==> src/rtl/cidle_pkg.sv <==
package cidle_pkg;

    localparam int unsigned LVL_W     = 3;
    localparam int unsigned MAX_LEVEL = 6;

    typedef enum logic [4:0] {
        ST_RUN, ST_C1, ST_C2, ST_L1FL, ST_C3, ST_L2PFL, ST_VRET, ST_C4,
        ST_VDEEP, ST_C5, ST_SAVE, ST_L2FFL, ST_VOFF, ST_C6,
        ST_XVUP, ST_XPLL, ST_XREST, ST_XUNG
    } seq_state_e;

    typedef enum logic [1:0] {
        V_NOM  = 2'd0,
        V_RET  = 2'd1,
        V_DEEP = 2'd2,
        V_OFF  = 2'd3
    } volt_e;

    // Conditions the core has been placed in; exit undoes them in order.
    typedef struct packed {
        logic  halted;
        logic  gated;
        logic  pll_off;
        logic  saved;
        volt_e volt;
    } core_cond_t;

    function automatic int unsigned ns_to_cycles(input int unsigned ns,
                                                 input int unsigned mhz);
        int unsigned c;
        c = (ns * mhz + 999) / 1000;
        return (c == 0) ? 1 : c;
    endfunction

    function automatic int unsigned max3(input int unsigned a,
                                         input int unsigned b,
                                         input int unsigned c);
        int unsigned m;
        m = (a > b) ? a : b;
        return (m > c) ? m : c;
    endfunction

endpackage

==> src/rtl/cidle_timer.sv <==
module cidle_timer #(
    parameter int unsigned W = 8
) (
    input  logic         clk,
    input  logic         rst_n,
    input  logic         load,
    input  logic [W-1:0] val,
    output logic         zero
);
    logic [W-1:0] cnt;

    always_ff @(posedge clk or negedge rst_n) begin
        if (!rst_n)          cnt <= '0;
        else if (load)       cnt <= val;
        else if (cnt != '0)  cnt <= cnt - 1'b1;
    end

    assign zero = (cnt == '0);

    AST_TMR_NO_WRAP: assert property (@(posedge clk) disable iff (!rst_n)
        (!load && cnt == '0) |=> (cnt == '0));

endmodule

==> src/rtl/cidle_events.sv <==
module cidle_events (
    input  logic clk,
    input  logic rst_n,
    input  logic irq_in,
    input  logic snoop_req,
    input  logic accept_en,
    input  logic running,
    output logic wake_irq,
    output logic snoop_ack
);
    logic irq_pend;

    always_ff @(posedge clk or negedge rst_n) begin
        if (!rst_n) begin
            irq_pend  <= 1'b0;
            snoop_ack <= 1'b0;
        end else begin
            // A running core takes the interrupt itself.
            irq_pend  <= running ? 1'b0 : (irq_pend | (irq_in & accept_en));
            snoop_ack <= snoop_req & accept_en;
        end
    end

    assign wake_irq = irq_pend | irq_in;

    AST_NO_SNOOP_ACK_DEEP: assert property (@(posedge clk) disable iff (!rst_n)
        snoop_ack |-> $past(accept_en));

    AST_NO_LATCH_DEEP: assert property (@(posedge clk) disable iff (!rst_n)
        (!accept_en && !irq_pend && !running) |=> !irq_pend);

endmodule

==> src/rtl/cidle_fsm.sv <==
module cidle_fsm
    import cidle_pkg::*;
#(
    parameter int unsigned PLL_CYC   = 15,
    parameter int unsigned VRAMP_CYC = 4,
    parameter int unsigned VOFF_CYC  = 40,
    parameter int unsigned TMR_W     = 8
) (
    input  logic             clk,
    input  logic             rst_n,
    input  logic [LVL_W-1:0] req_lvl,
    input  logic             wake_irq,
    input  logic             l1_done,
    input  logic             l2p_done,
    input  logic             l2f_done,
    input  logic             save_done,
    input  logic             restore_done,
    input  logic             tmr_zero,
    output logic             tmr_load,
    output logic [TMR_W-1:0] tmr_val,
    output logic             exec_halt,
    output logic             clk_gate,
    output logic             pll_en,
    output logic [1:0]       vlevel,
    output logic             l1_req,
    output logic             l2p_req,
    output logic             l2f_req,
    output logic             save_req,
    output logic             restore_req,
    output logic             accept_en,
    output logic             running,
    output logic [LVL_W-1:0] status
);
    localparam logic [TMR_W-1:0] PLL_LD   = TMR_W'(PLL_CYC - 1);
    localparam logic [TMR_W-1:0] VRAMP_LD = TMR_W'(VRAMP_CYC - 1);
    localparam logic [TMR_W-1:0] VOFF_LD  = TMR_W'(VOFF_CYC - 1);

    seq_state_e       st, nxt;
    core_cond_t       cond, cond_n;
    logic [LVL_W-1:0] lvl, lvl_n;
    logic [6:1]       wk;

    // First exit step needed at or after the given stage.
    function automatic seq_state_e exit_after(input int unsigned stage,
                                              input core_cond_t c);
        if (stage <= 0 && c.volt != V_NOM) return ST_XVUP;
        if (stage <= 1 && c.pll_off)       return ST_XPLL;
        if (stage <= 2 && c.saved)         return ST_XREST;
        if (stage <= 3 && c.gated)         return ST_XUNG;
        return ST_RUN;
    endfunction

    // wk[k]: leave, or do not complete, level k
    always_comb begin
        for (int k = 1; k <= 6; k++) begin
            wk[k] = wake_irq || (req_lvl < LVL_W'(k));
        end
    end

    // Next state, condition flags and timer loads
    always_comb begin
        nxt      = st;
        cond_n   = cond;
        lvl_n    = lvl;
        tmr_load = 1'b0;
        tmr_val  = '0;
        unique case (st)
            ST_RUN:   if (req_lvl != '0 && !wake_irq) nxt = ST_C1;
            ST_C1:    if (wk[1]) nxt = exit_after(0, cond);
                      else if (req_lvl >= 3'd2) nxt = ST_C2;
            ST_C2:    if (wk[2]) nxt = exit_after(0, cond);
                      else if (req_lvl >= 3'd3) nxt = ST_L1FL;
            ST_L1FL:  if (l1_done) nxt = wk[3] ? exit_after(0, cond) : ST_C3;
            ST_C3:    if (wk[3]) nxt = exit_after(0, cond);
                      else if (req_lvl >= 3'd4) nxt = ST_L2PFL;
            ST_L2PFL: if (l2p_done) nxt = wk[4] ? exit_after(0, cond) : ST_VRET;
            ST_VRET:  if (wk[4]) nxt = exit_after(0, cond);
                      else if (tmr_zero) nxt = ST_C4;
            ST_C4:    if (wk[4]) nxt = exit_after(0, cond);
                      else if (req_lvl >= 3'd5) nxt = ST_VDEEP;
            ST_VDEEP: if (wk[5]) nxt = exit_after(0, cond);
                      else if (tmr_zero) nxt = ST_C5;
            ST_C5:    if (wk[5]) nxt = exit_after(0, cond);
                      else if (req_lvl >= 3'd6) nxt = ST_SAVE;
            ST_SAVE:  if (save_done) nxt = wk[6] ? exit_after(0, cond) : ST_L2FFL;
            ST_L2FFL: if (l2f_done) nxt = wk[6] ? exit_after(0, cond) : ST_VOFF;
            ST_VOFF:  if (wk[6]) nxt = exit_after(0, cond);
                      else if (tmr_zero) nxt = ST_C6;
            ST_C6:    if (wk[6]) nxt = exit_after(0, cond);
            ST_XVUP:  if (tmr_zero) nxt = exit_after(1, cond);
            ST_XPLL:  if (tmr_zero) nxt = exit_after(2, cond);
            ST_XREST: if (restore_done) nxt = exit_after(3, cond);
            ST_XUNG:  nxt = ST_RUN;
            default:  nxt = ST_RUN;
        endcase

        if (st == ST_SAVE  && nxt != ST_SAVE)  cond_n.saved = 1'b1;
        if (st == ST_XREST && nxt != ST_XREST) cond_n.saved = 1'b0;

        if (nxt != st) begin
            unique case (nxt)
                ST_RUN:   begin cond_n.halted  = 1'b0; lvl_n = 3'd0; end
                ST_C1:    begin cond_n.halted  = 1'b1; lvl_n = 3'd1; end
                ST_C2:    begin cond_n.gated   = 1'b1; lvl_n = 3'd2; end
                ST_C3:    begin cond_n.pll_off = 1'b1; lvl_n = 3'd3; end
                ST_C4:    lvl_n = 3'd4;
                ST_C5:    lvl_n = 3'd5;
                ST_C6:    lvl_n = 3'd6;
                ST_VRET:  begin cond_n.volt = V_RET;
                                tmr_load = 1'b1; tmr_val = VRAMP_LD; end
                ST_VDEEP: begin cond_n.volt = V_DEEP;
                                tmr_load = 1'b1; tmr_val = VRAMP_LD; end
                ST_VOFF:  begin cond_n.volt = V_OFF;
                                tmr_load = 1'b1; tmr_val = VOFF_LD; end
                ST_XVUP:  begin cond_n.volt = V_NOM; tmr_load = 1'b1;
                                tmr_val = (cond.volt == V_OFF) ? VOFF_LD : VRAMP_LD; end
                ST_XPLL:  begin cond_n.pll_off = 1'b0;
                                tmr_load = 1'b1; tmr_val = PLL_LD; end
                ST_XUNG:  cond_n.gated = 1'b0;
                default:  ;
            endcase
        end
    end

    // State register
    always_ff @(posedge clk or negedge rst_n) begin
        if (!rst_n) begin
            st   <= ST_RUN;
            cond <= '0;
            lvl  <= '0;
        end else begin
            st   <= nxt;
            cond <= cond_n;
            lvl  <= lvl_n;
        end
    end

    // Outputs
    always_comb begin
        exec_halt   = cond.halted;
        clk_gate    = cond.gated;
        pll_en      = !cond.pll_off;
        vlevel      = cond.volt;
        l1_req      = (st == ST_L1FL);
        l2p_req     = (st == ST_L2PFL);
        l2f_req     = (st == ST_L2FFL);
        save_req    = (st == ST_SAVE);
        restore_req = (st == ST_XREST);
        accept_en   = (st != ST_C6);
        running     = (st == ST_RUN);
        status      = lvl;
    end

    AST_GATE_NEEDS_HALT: assert property (@(posedge clk) disable iff (!rst_n)
        clk_gate |-> exec_halt);
    AST_PLL_NEEDS_GATE: assert property (@(posedge clk) disable iff (!rst_n)
        !pll_en |-> clk_gate);
    AST_VOLT_NEEDS_PLL_OFF: assert property (@(posedge clk) disable iff (!rst_n)
        (vlevel != 2'd0) |-> !pll_en);
    AST_ONE_ENGINE_REQ: assert property (@(posedge clk) disable iff (!rst_n)
        $onehot0({l1_req, l2p_req, l2f_req, save_req, restore_req}));
    AST_SAVED_BEFORE_OFF: assert property (@(posedge clk) disable iff (!rst_n)
        (vlevel == 2'd3) |-> cond.saved);
    AST_PLL_BEFORE_RESTORE: assert property (@(posedge clk) disable iff (!rst_n)
        $rose(restore_req) |-> (pll_en && vlevel == 2'd0));
    AST_STATUS_RANGE: assert property (@(posedge clk) disable iff (!rst_n)
        status <= 3'd6);

endmodule

==> src/rtl/cidle_seq.sv <==
module cidle_seq
    import cidle_pkg::*;
#(
    parameter int unsigned CLK_MHZ     = 1000,
    parameter int unsigned PLL_LOCK_NS = 15000,
    parameter int unsigned VRAMP_NS    = 1000,
    parameter int unsigned VOFF_NS     = 100000
) (
    input  logic       clk,
    input  logic       rst_n,
    input  logic [2:0] target_level,
    input  logic       irq_in,
    input  logic       snoop_req,
    input  logic       l1_flush_done,
    input  logic       l2_part_flush_done,
    input  logic       l2_full_flush_done,
    input  logic       save_done,
    input  logic       restore_done,
    output logic       exec_halt,
    output logic       clk_gate,
    output logic       pll_en,
    output logic [1:0] vlevel,
    output logic       l1_flush_req,
    output logic       l2_part_flush_req,
    output logic       l2_full_flush_req,
    output logic       save_req,
    output logic       restore_req,
    output logic       snoop_accept,
    output logic       irq_accept,
    output logic       snoop_ack,
    output logic [2:0] idle_level
);
    localparam int unsigned PLL_CYC   = ns_to_cycles(PLL_LOCK_NS, CLK_MHZ);
    localparam int unsigned VRAMP_CYC = ns_to_cycles(VRAMP_NS, CLK_MHZ);
    localparam int unsigned VOFF_CYC  = ns_to_cycles(VOFF_NS, CLK_MHZ);
    localparam int unsigned TMR_W     = $clog2(max3(PLL_CYC, VRAMP_CYC, VOFF_CYC) + 1);

    logic [LVL_W-1:0] req_lvl;
    logic             wake_irq, accept_en, running;
    logic             tmr_load, tmr_zero;
    logic [TMR_W-1:0] tmr_val;

    assign req_lvl = (target_level > LVL_W'(MAX_LEVEL)) ? LVL_W'(MAX_LEVEL) : target_level;

    cidle_events u_events (
        .clk       (clk),
        .rst_n     (rst_n),
        .irq_in    (irq_in),
        .snoop_req (snoop_req),
        .accept_en (accept_en),
        .running   (running),
        .wake_irq  (wake_irq),
        .snoop_ack (snoop_ack)
    );

    cidle_timer #(.W(TMR_W)) u_timer (
        .clk   (clk),
        .rst_n (rst_n),
        .load  (tmr_load),
        .val   (tmr_val),
        .zero  (tmr_zero)
    );

    cidle_fsm #(
        .PLL_CYC   (PLL_CYC),
        .VRAMP_CYC (VRAMP_CYC),
        .VOFF_CYC  (VOFF_CYC),
        .TMR_W     (TMR_W)
    ) u_fsm (
        .clk          (clk),
        .rst_n        (rst_n),
        .req_lvl      (req_lvl),
        .wake_irq     (wake_irq),
        .l1_done      (l1_flush_done),
        .l2p_done     (l2_part_flush_done),
        .l2f_done     (l2_full_flush_done),
        .save_done    (save_done),
        .restore_done (restore_done),
        .tmr_zero     (tmr_zero),
        .tmr_load     (tmr_load),
        .tmr_val      (tmr_val),
        .exec_halt    (exec_halt),
        .clk_gate     (clk_gate),
        .pll_en       (pll_en),
        .vlevel       (vlevel),
        .l1_req       (l1_flush_req),
        .l2p_req      (l2_part_flush_req),
        .l2f_req      (l2_full_flush_req),
        .save_req     (save_req),
        .restore_req  (restore_req),
        .accept_en    (accept_en),
        .running      (running),
        .status       (idle_level)
    );

    assign snoop_accept = accept_en;
    assign irq_accept   = accept_en;

endmodule

==> config.mk <==
export PLATFORM = sky130hd
export DESIGN_NAME = cidle_seq
export DESIGN_NICKNAME = d
export VERILOG_FILES = /design/src/rtl/cidle_pkg.sv /design/src/rtl/cidle_timer.sv /design/src/rtl/cidle_events.sv /design/src/rtl/cidle_fsm.sv /design/src/rtl/cidle_seq.sv
export SDC_FILE = /design/constraint.sdc
export NUM_CORES = 1
export LEC_CHECK = 0
export ABC_AREA = 1
export BUFFER_PORTS_ARGS = -buffer_cell sky130_fd_sc_hd__buf_2
export CAP_MARGIN = 20
export CORE_UTILIZATION = 30
export DETAILED_ROUTE_END_ITERATION = 16
export PLACE_DENSITY = 0.43
export SLEW_MARGIN = 20
export SYNTH_ARGS = -nofsm -noshare
export SYNTH_HDL_FRONTEND = slang
export SYNTH_SLANG_ARGS = --single-unit
export TNS_END_PERCENT = 100
==> constraint.sdc <==
create_clock -name clk -period 3 [get_ports clk]
set_input_delay 0.45 -clock clk [delete_from_list [all_inputs] [get_ports clk]]
set_output_delay 0.45 -clock clk [all_outputs]
set_load 0.01 [all_outputs]
== Yosys cells after proc, flatten, opt, wreduce, memory -nomap -nowiden ==
Index checks and enable logic that the tools add are counted.

* Flip-flop bits (word level): 33
* Input bits: 12

* Order comparisons: 12
* Reductions and logical operators: 31
* Muxes and demuxes: 313
* Eq/ne operators: 33
* Add/subtract/negate cells: 1
* Bitwise operators: 4

{| class="wikitable"
|+ Operator list
! cell !! number
|-
| $mux W5 || 97
|-
| $mux W1 || 204
|-
| $pmux W5 S17 || 1
|-
| $eq A5 B4 Y1 const B || 14
|-
| $mux W17 || 4
|-
| $pmux W17 S4 || 1
|-
| $eq A5 B3 Y1 const B || 7
|-
| $pmux W3 S7 || 1
|-
| $logic_not A17 Y1 || 1
|-
| $reduce_bool A17 Y1 || 1
|-
| $sub A17 B1 Y17 const B || 1
|-
| $eq A5 B2 Y1 const B || 3
|-
| $reduce_bool A2 Y1 || 6
|-
| $eq A5 B1 Y1 const B || 2
|-
| $eq A5 B5 Y1 const B || 2
|-
| $logic_not A5 Y1 || 2
|-
| $ne A5 B4 Y1 const B || 2
|-
| $reduce_and A2 Y1 || 5
|-
| $ge A3 B3 Y1 const B || 3
|-
| $lt A3 B3 Y1 const B || 3
|-
| $pmux W2 S4 || 1
|-
| $reduce_bool A7 Y1 || 1
|-
| $ge A3 B2 Y1 const B || 2
|-
| $logic_or A1 B1 Y1 || 6
|-
| 16 further kinds || 24
|}

== Longest topological paths before layout ==
* Depth in word-level cells: 29
* Gate-level depth with buffers: 22

== Cells and area by module ==
Synthesis repeated with hierarchy kept, for this count alone.

* Cells, all modules: 628
* Area, all modules: 3523.4 um^2

{| class="wikitable"
|+ By module, submodules not included
! module !! sequential area each (um^2) !! cells an instance !! times used !! area an instance (um^2)
|-
| cidle_fsm || 350.3 || 445 || 1 || 2235.9
|-
| cidle_timer || 425.4 || 170 || 1 || 1183.6
|-
| cidle_events || 50.0 || 8 || 1 || 76.3
|-
| cidle_seq || 0.0 || 5 || 1 || 27.5
|}

== Worst setup path after synthesis ==
No wires, ideal clock.

* Path type: register to register
* Start point: register u_timer.cnt[0]
* End point: register u_fsm.cond[3] in the netlist's numbering
* Data required time: 2.874 ns
* Library setup time: 0.126 ns
* Slack: 0.559 ns
* Arrival: 2.315 ns
* Stages on the path, launching flop included: 21
* Cells stage by stage: dfrtp_1 -> inv_1 -> ha_1 -> inv_1 -> nor2_1 -> nand2_1 -> nor2_2 -> nand2_2 -> nand2_1 -> nand2_1 -> nor2_2 -> nand2_1 -> nor2_2 -> nand2_4 -> nand2_1 -> nand2_1 -> nor2_4 -> nand3_4 -> buf_2 -> a21oi_1 -> a21oi_1

* Cells in the longest elaborated chain, start to end: 7
* Elaborated cells between the ends (all ways): 16

{| class="wikitable"
|+ RTL lines
! what !! line !! RTL
|-
| from (decl) || cidle_timer.sv:10 || <nowiki>logic [W-1:0] cnt;</nowiki>
|-
| from (signal assigned) || cidle_timer.sv:14 || <nowiki>else if (load) cnt <= val;</nowiki>
|-
| from (signal assigned) || cidle_timer.sv:15 || <nowiki>else if (cnt != '0) cnt <= cnt - 1'b1;</nowiki>
|-
| $logic_not A17 Y1 * || cidle_timer.sv:18 || <nowiki>assign zero = (cnt == '0);</nowiki>
|-
| $mux W5 (on tied branches) || cidle_fsm.sv:88, cidle_fsm.sv:78, cidle_fsm.sv:82 ||
|-
| $mux W5 (on tied branches) || cidle_fsm.sv:87, cidle_fsm.sv:77, cidle_fsm.sv:81 ||
|-
| $pmux W5 S17 * || cidle_fsm.sv:67 || <nowiki>unique case (st)</nowiki>
|-
| via u_fsm.nxt[1] || cidle_fsm.sv:38 || <nowiki>seq_state_e st, nxt;</nowiki>
|-
| $eq A5 B3 Y1 or $eq A5 B4 Y1 (tied branches) || cidle_fsm.sv:101 || <nowiki>unique case (nxt)</nowiki>
|-
| $reduce_bool A2 Y1 (no source line) || - ||
|-
| $reduce_and A2 Y1 (no source line) || - ||
|-
| to (signal assigned) || cidle_fsm.sv:133 || <nowiki>cond <= cond_n;</nowiki>
|-
| to (decl) || cidle_fsm.sv:39 || <nowiki>core_cond_t cond, cond_n;</nowiki>
|}

The timed path passes the listed nets; every way through them passes the cells marked *.
A chain may end at the register's enable or synchronous reset.

== Worst setup path in the final report ==
* Start point: register u_events.irq_pend
* End point: register u_timer.cnt[3]

* Cells in the longest elaborated chain, start to end: 10
* Elaborated cells between the ends (all ways): 42

{| class="wikitable"
|+ RTL lines
! what !! line !! RTL
|-
| from (decl) || cidle_events.sv:11 || <nowiki>logic irq_pend;</nowiki>
|-
| from (signal assigned) || cidle_events.sv:19 || <nowiki>irq_pend <= running ? 1'b0 : (irq_pend | (irq_in & accept_en));</nowiki>
|-
| $or A1 B1 Y1 * || cidle_events.sv:24 || <nowiki>assign wake_irq = irq_pend | irq_in;</nowiki>
|-
| $logic_or A1 B1 Y1 or $logic_not A1 Y1 (tied branches) || cidle_fsm.sv:56, cidle_fsm.sv:68 ||
|-
| $mux W5, or another cell as far along || cidle_fsm.sv:86 || <nowiki>ST_L2FFL: if (l2f_done) nxt = wk[6] ? exit_after(0, cond) : ST_VOFF;</nowiki>
|-
| $mux W5 (on tied branches) || - ||
|-
| $pmux W5 S17 * || cidle_fsm.sv:67 ||
|-
| via u_fsm.nxt[1] || cidle_fsm.sv:38 ||
|-
| $eq A5 B3 Y1 or $eq A5 B4 Y1 (tied branches) || cidle_fsm.sv:101 ||
|-
| $reduce_or A2 Y1 (no source line) or $reduce_or A5 Y1 (tied branches) || - ||
|-
| $pmux W17 S4 or $mux W1 (tied branches) || cidle_fsm.sv:101 ||
|-
| $mux W17 or $mux W1 (tied branches) || cidle_fsm.sv:100 || <nowiki>if (nxt != st) begin</nowiki>
|-
| $mux W17 or $reduce_bool A2 Y1 (tied branches) || - ||
|}

Marks and branches as above.

==> impl_metrics.ini <==
[drt]
firstDrtPassIters = 5
vias_per_cell = 4.80
via_count = 3522
drc = 0
routedWlPerCell_um = 15.0
first_iter_violations = 221
routed_wl_mm = 11.0
ant_nets = 0

[sta]
period_share_pct = 91.7
rsz0062_at_grt = false
tightest_slew_ns = 0.773
relSlewSlack_pct = 48.5
slew_violations = 0
hold_violations = 0
setup_viol = 0
finalCriticalPeriod_ns = 2.75
max_freq_ghz = 0.363
fin_skew_ns = 0.0128

[pwr]
vdd_drop_max_mv = 0.662
cellPowerDensity_nw_per_um2 = 1410
power.leakage_nw = 2.10
p_total_mw = 5.24

[synth]
synth_cell_type_count = 32
synth_ff_type = dfrtp_1
netlist.area_leader.share_pct = 25.7
syn_area_um2 = 3210
synth-edff-count = 0
synthesis.nets = 566
ys_seq_area_share_pct = 25.7
postSynthAreaPerCell_um2 = 5.82
yosys.area.top_type = dfrtp_1
synth_seq_cells = 33
netlist_instances = 552
yosys-top-cells-area = dfrtp_1, nand2_1, nand3_1
synth-async-reset-ratio_pct = 100
yosys_warnings = 0

[placed_design]
dp_hpwl_mm = 9.07
numPlacedInstances = 724
gp_congestion = 0.939
portBuffers = 27

[cells_and_area]
final_cell_mix = nand2_1, nor2_1, nand3_1, inv_1, dfrtp_1
num_antenna_cells = 0
fillers = 1193
layout-drive-gt1-share_pct = 17.6
final_common_cell = nand2_1
regArea_um2 = 827
syn_to_final_growth_pct = 16.0
layout.nets = 611
final_core_util_pct = 35.9
multi_input_area_um2 = 2090
stdcell_count = 734

[worst_setup_path]
cp-end-kind = flop
crit_type = flop to flop
cp.arrival_ns = 2.91
worst_ep_required_time_ns = 3.15
crit_fanout = 10
worstSetupStartpointType = flop
ff2ff_path_depth = 18

[job]
drv_cap = 0

[min_path]
hp-class = input pin to async pin

[floorplan]
start_util_pct = 31.0
dieArea_um2 = 11100
io_pins = 28
rows = 37
die_w_um = 105
die_h_um = 105
core_area_um2 = 10400

[clock_tree]
clkLatencyLatePin_ns = 0.29
cts_tree = done
clock-sinks = 33
clkTransAtPathRegs_ns = 0.08
ctsHoldBuffers = 0
cts.path.max_buffers = 2
h-tree-depth = 2
clock-root-buffer = clkbuf_8
numCtsBuffers = 5

[global_route]
track_usage_pct = 20.8
grt_pass1_vias = 3470
grt_max_degree = 34
grt_pass1_wl_mm = 18.1
antenna_found_initial = 0
grt_overflow = 0

[run_status]
run_status = complete, no violations
-- synth_stat cells, types with 2 or more instances --
| library cell | n |
|---|---|
| nand3b_1 | 2 |
| nand3_1 | 71 |
| xor2_1 | 4 |
| o21ai_0 | 8 |
| clkinv_1 | 3 |
| nor2_1 | 75 |
| buf_4 | 3 |
| nor2_4 | 5 |
| nand4_1 | 6 |
| o21ai_1 | 4 |
| nand2_4 | 4 |
| nor2_2 | 11 |
| buf_2 | 5 |
| nor3_1 | 5 |
| inv_1 | 53 |
| dfrtp_1 | 33 |
| ha_1 | 2 |
| nand2_2 | 10 |
| a21oi_1 | 20 |
| xnor2_1 | 9 |
| inv_2 | 12 |
| nand2_1 | 196 |
| nand3_2 | 2 |
-- sequential cells by signal, summed over array words and instances (netlist names) --
name and flops:
u_events.snoop_ack 1, u_fsm.st 5, u_fsm.cond 2, u_timer.cnt 17
u_events.irq_pend 1, u_fsm.status 3, u_fsm.clk_gate 1, u_fsm.exec_halt 1
u_fsm.vlevel 2
-- power breakdown --
group | total (mW) | switching (mW) | internal [mW]
registers | 0.851 | 0.192 | 0.660
clock network | 0.327 | 0.166 | 0.161
logic | 4.06 | 2.66 | 1.40
total | 5.24 | 3.01 | 2.22
-- timing repair --
action                                  4_1_cts  5_1_grt
resized for setup                             0        9
endpoints found under the setup margin        0       22
setup buffers                                 0        2
-- cell type report --
| cell class | instances | area share (%) |
|---|---|---|
| inverters | 68 | 6.98 |
| clock buffers | 6 | 1.95 |
| flip-flops and latches | 33 | 22.2 |
| well taps | 136 | 4.57 |
| multi-input cells | 442 | 56.0 |
| clock inverters | 2 | 0.269 |
| repair buffers | 47 | 7.99 |
-- kinds of logic after synthesis --
| kind of cell | count (synthesis) | synth area share [%] |
|---|---|---|
| DFF | 33 | 25.7 |
| AOI/OAI and AO/OA | 38 | 6.43 |
| buffers and inverters | 77 | 9.78 |
| and+or+nand+nor | 389 | 53.8 |
| adders and majority gates | 2 | 0.779 |
| xor gates and xnor gates | 13 | 3.55 |
-- critical path: stages (launching register included) --
cell	delay (ns)
dfrtp_1	0.41
nor2_4	0.29
nand2_2	0.21
clkinv_1	0.11
nand2_1	0.07
nand3_2	0.08
nand2_1	0.05
nor2_1	0.19
nand2_1	0.09
nor2_2	0.18
nand2_4	0.11
nand2_1	0.07
nand2_1	0.10
nor2_4	0.12
nand3_4	0.14
nand2_4	0.13
nand2_2	0.10
inv_4	0.12
a21oi_1	0.05
-- routing by layer --
metal	track usage (%)	up-vias	part of all wire, %
met5	0	-	0
met4	3.22	0	0.64
met3	3.71	8	5.4
met2	32.3	95	43
met1	30.3	1591	51
li1	-	1828	-
-- per-stage QoR --
step                      setup slack [ns]  hold WS (ns)  TNS (ns)  area [um2]
after floorplan                      0.559         0.154         0        3210
after global placement             -0.0218         0.466   -0.0329        3610
after detailed placement          -0.00465         0.461  -0.00465        3610
after CTS                           0.0103         0.279         0        3690
after global routing                0.0327         0.312         0        3730
final                                0.248         0.237         0        3730
-- path summary, 6_finish.rpt --
path	slack [ns]	endpoint	startpoint
setup / recovery	0.25	u_timer.cnt[3]	u_events.irq_pend
hold / removal	0.24	u_timer.cnt[2]	rst_n
setup reg to reg	0.25	u_timer.cnt[3]	u_events.irq_pend
hold reg to reg	0.48	u_fsm.exec_halt	u_fsm.exec_halt
max in group asynchronous	2.21	u_fsm.st[0]	rst_n
min in group clk	0.38	u_events.snoop_ack	snoop_req
Power figures use the tool's default switching activity.
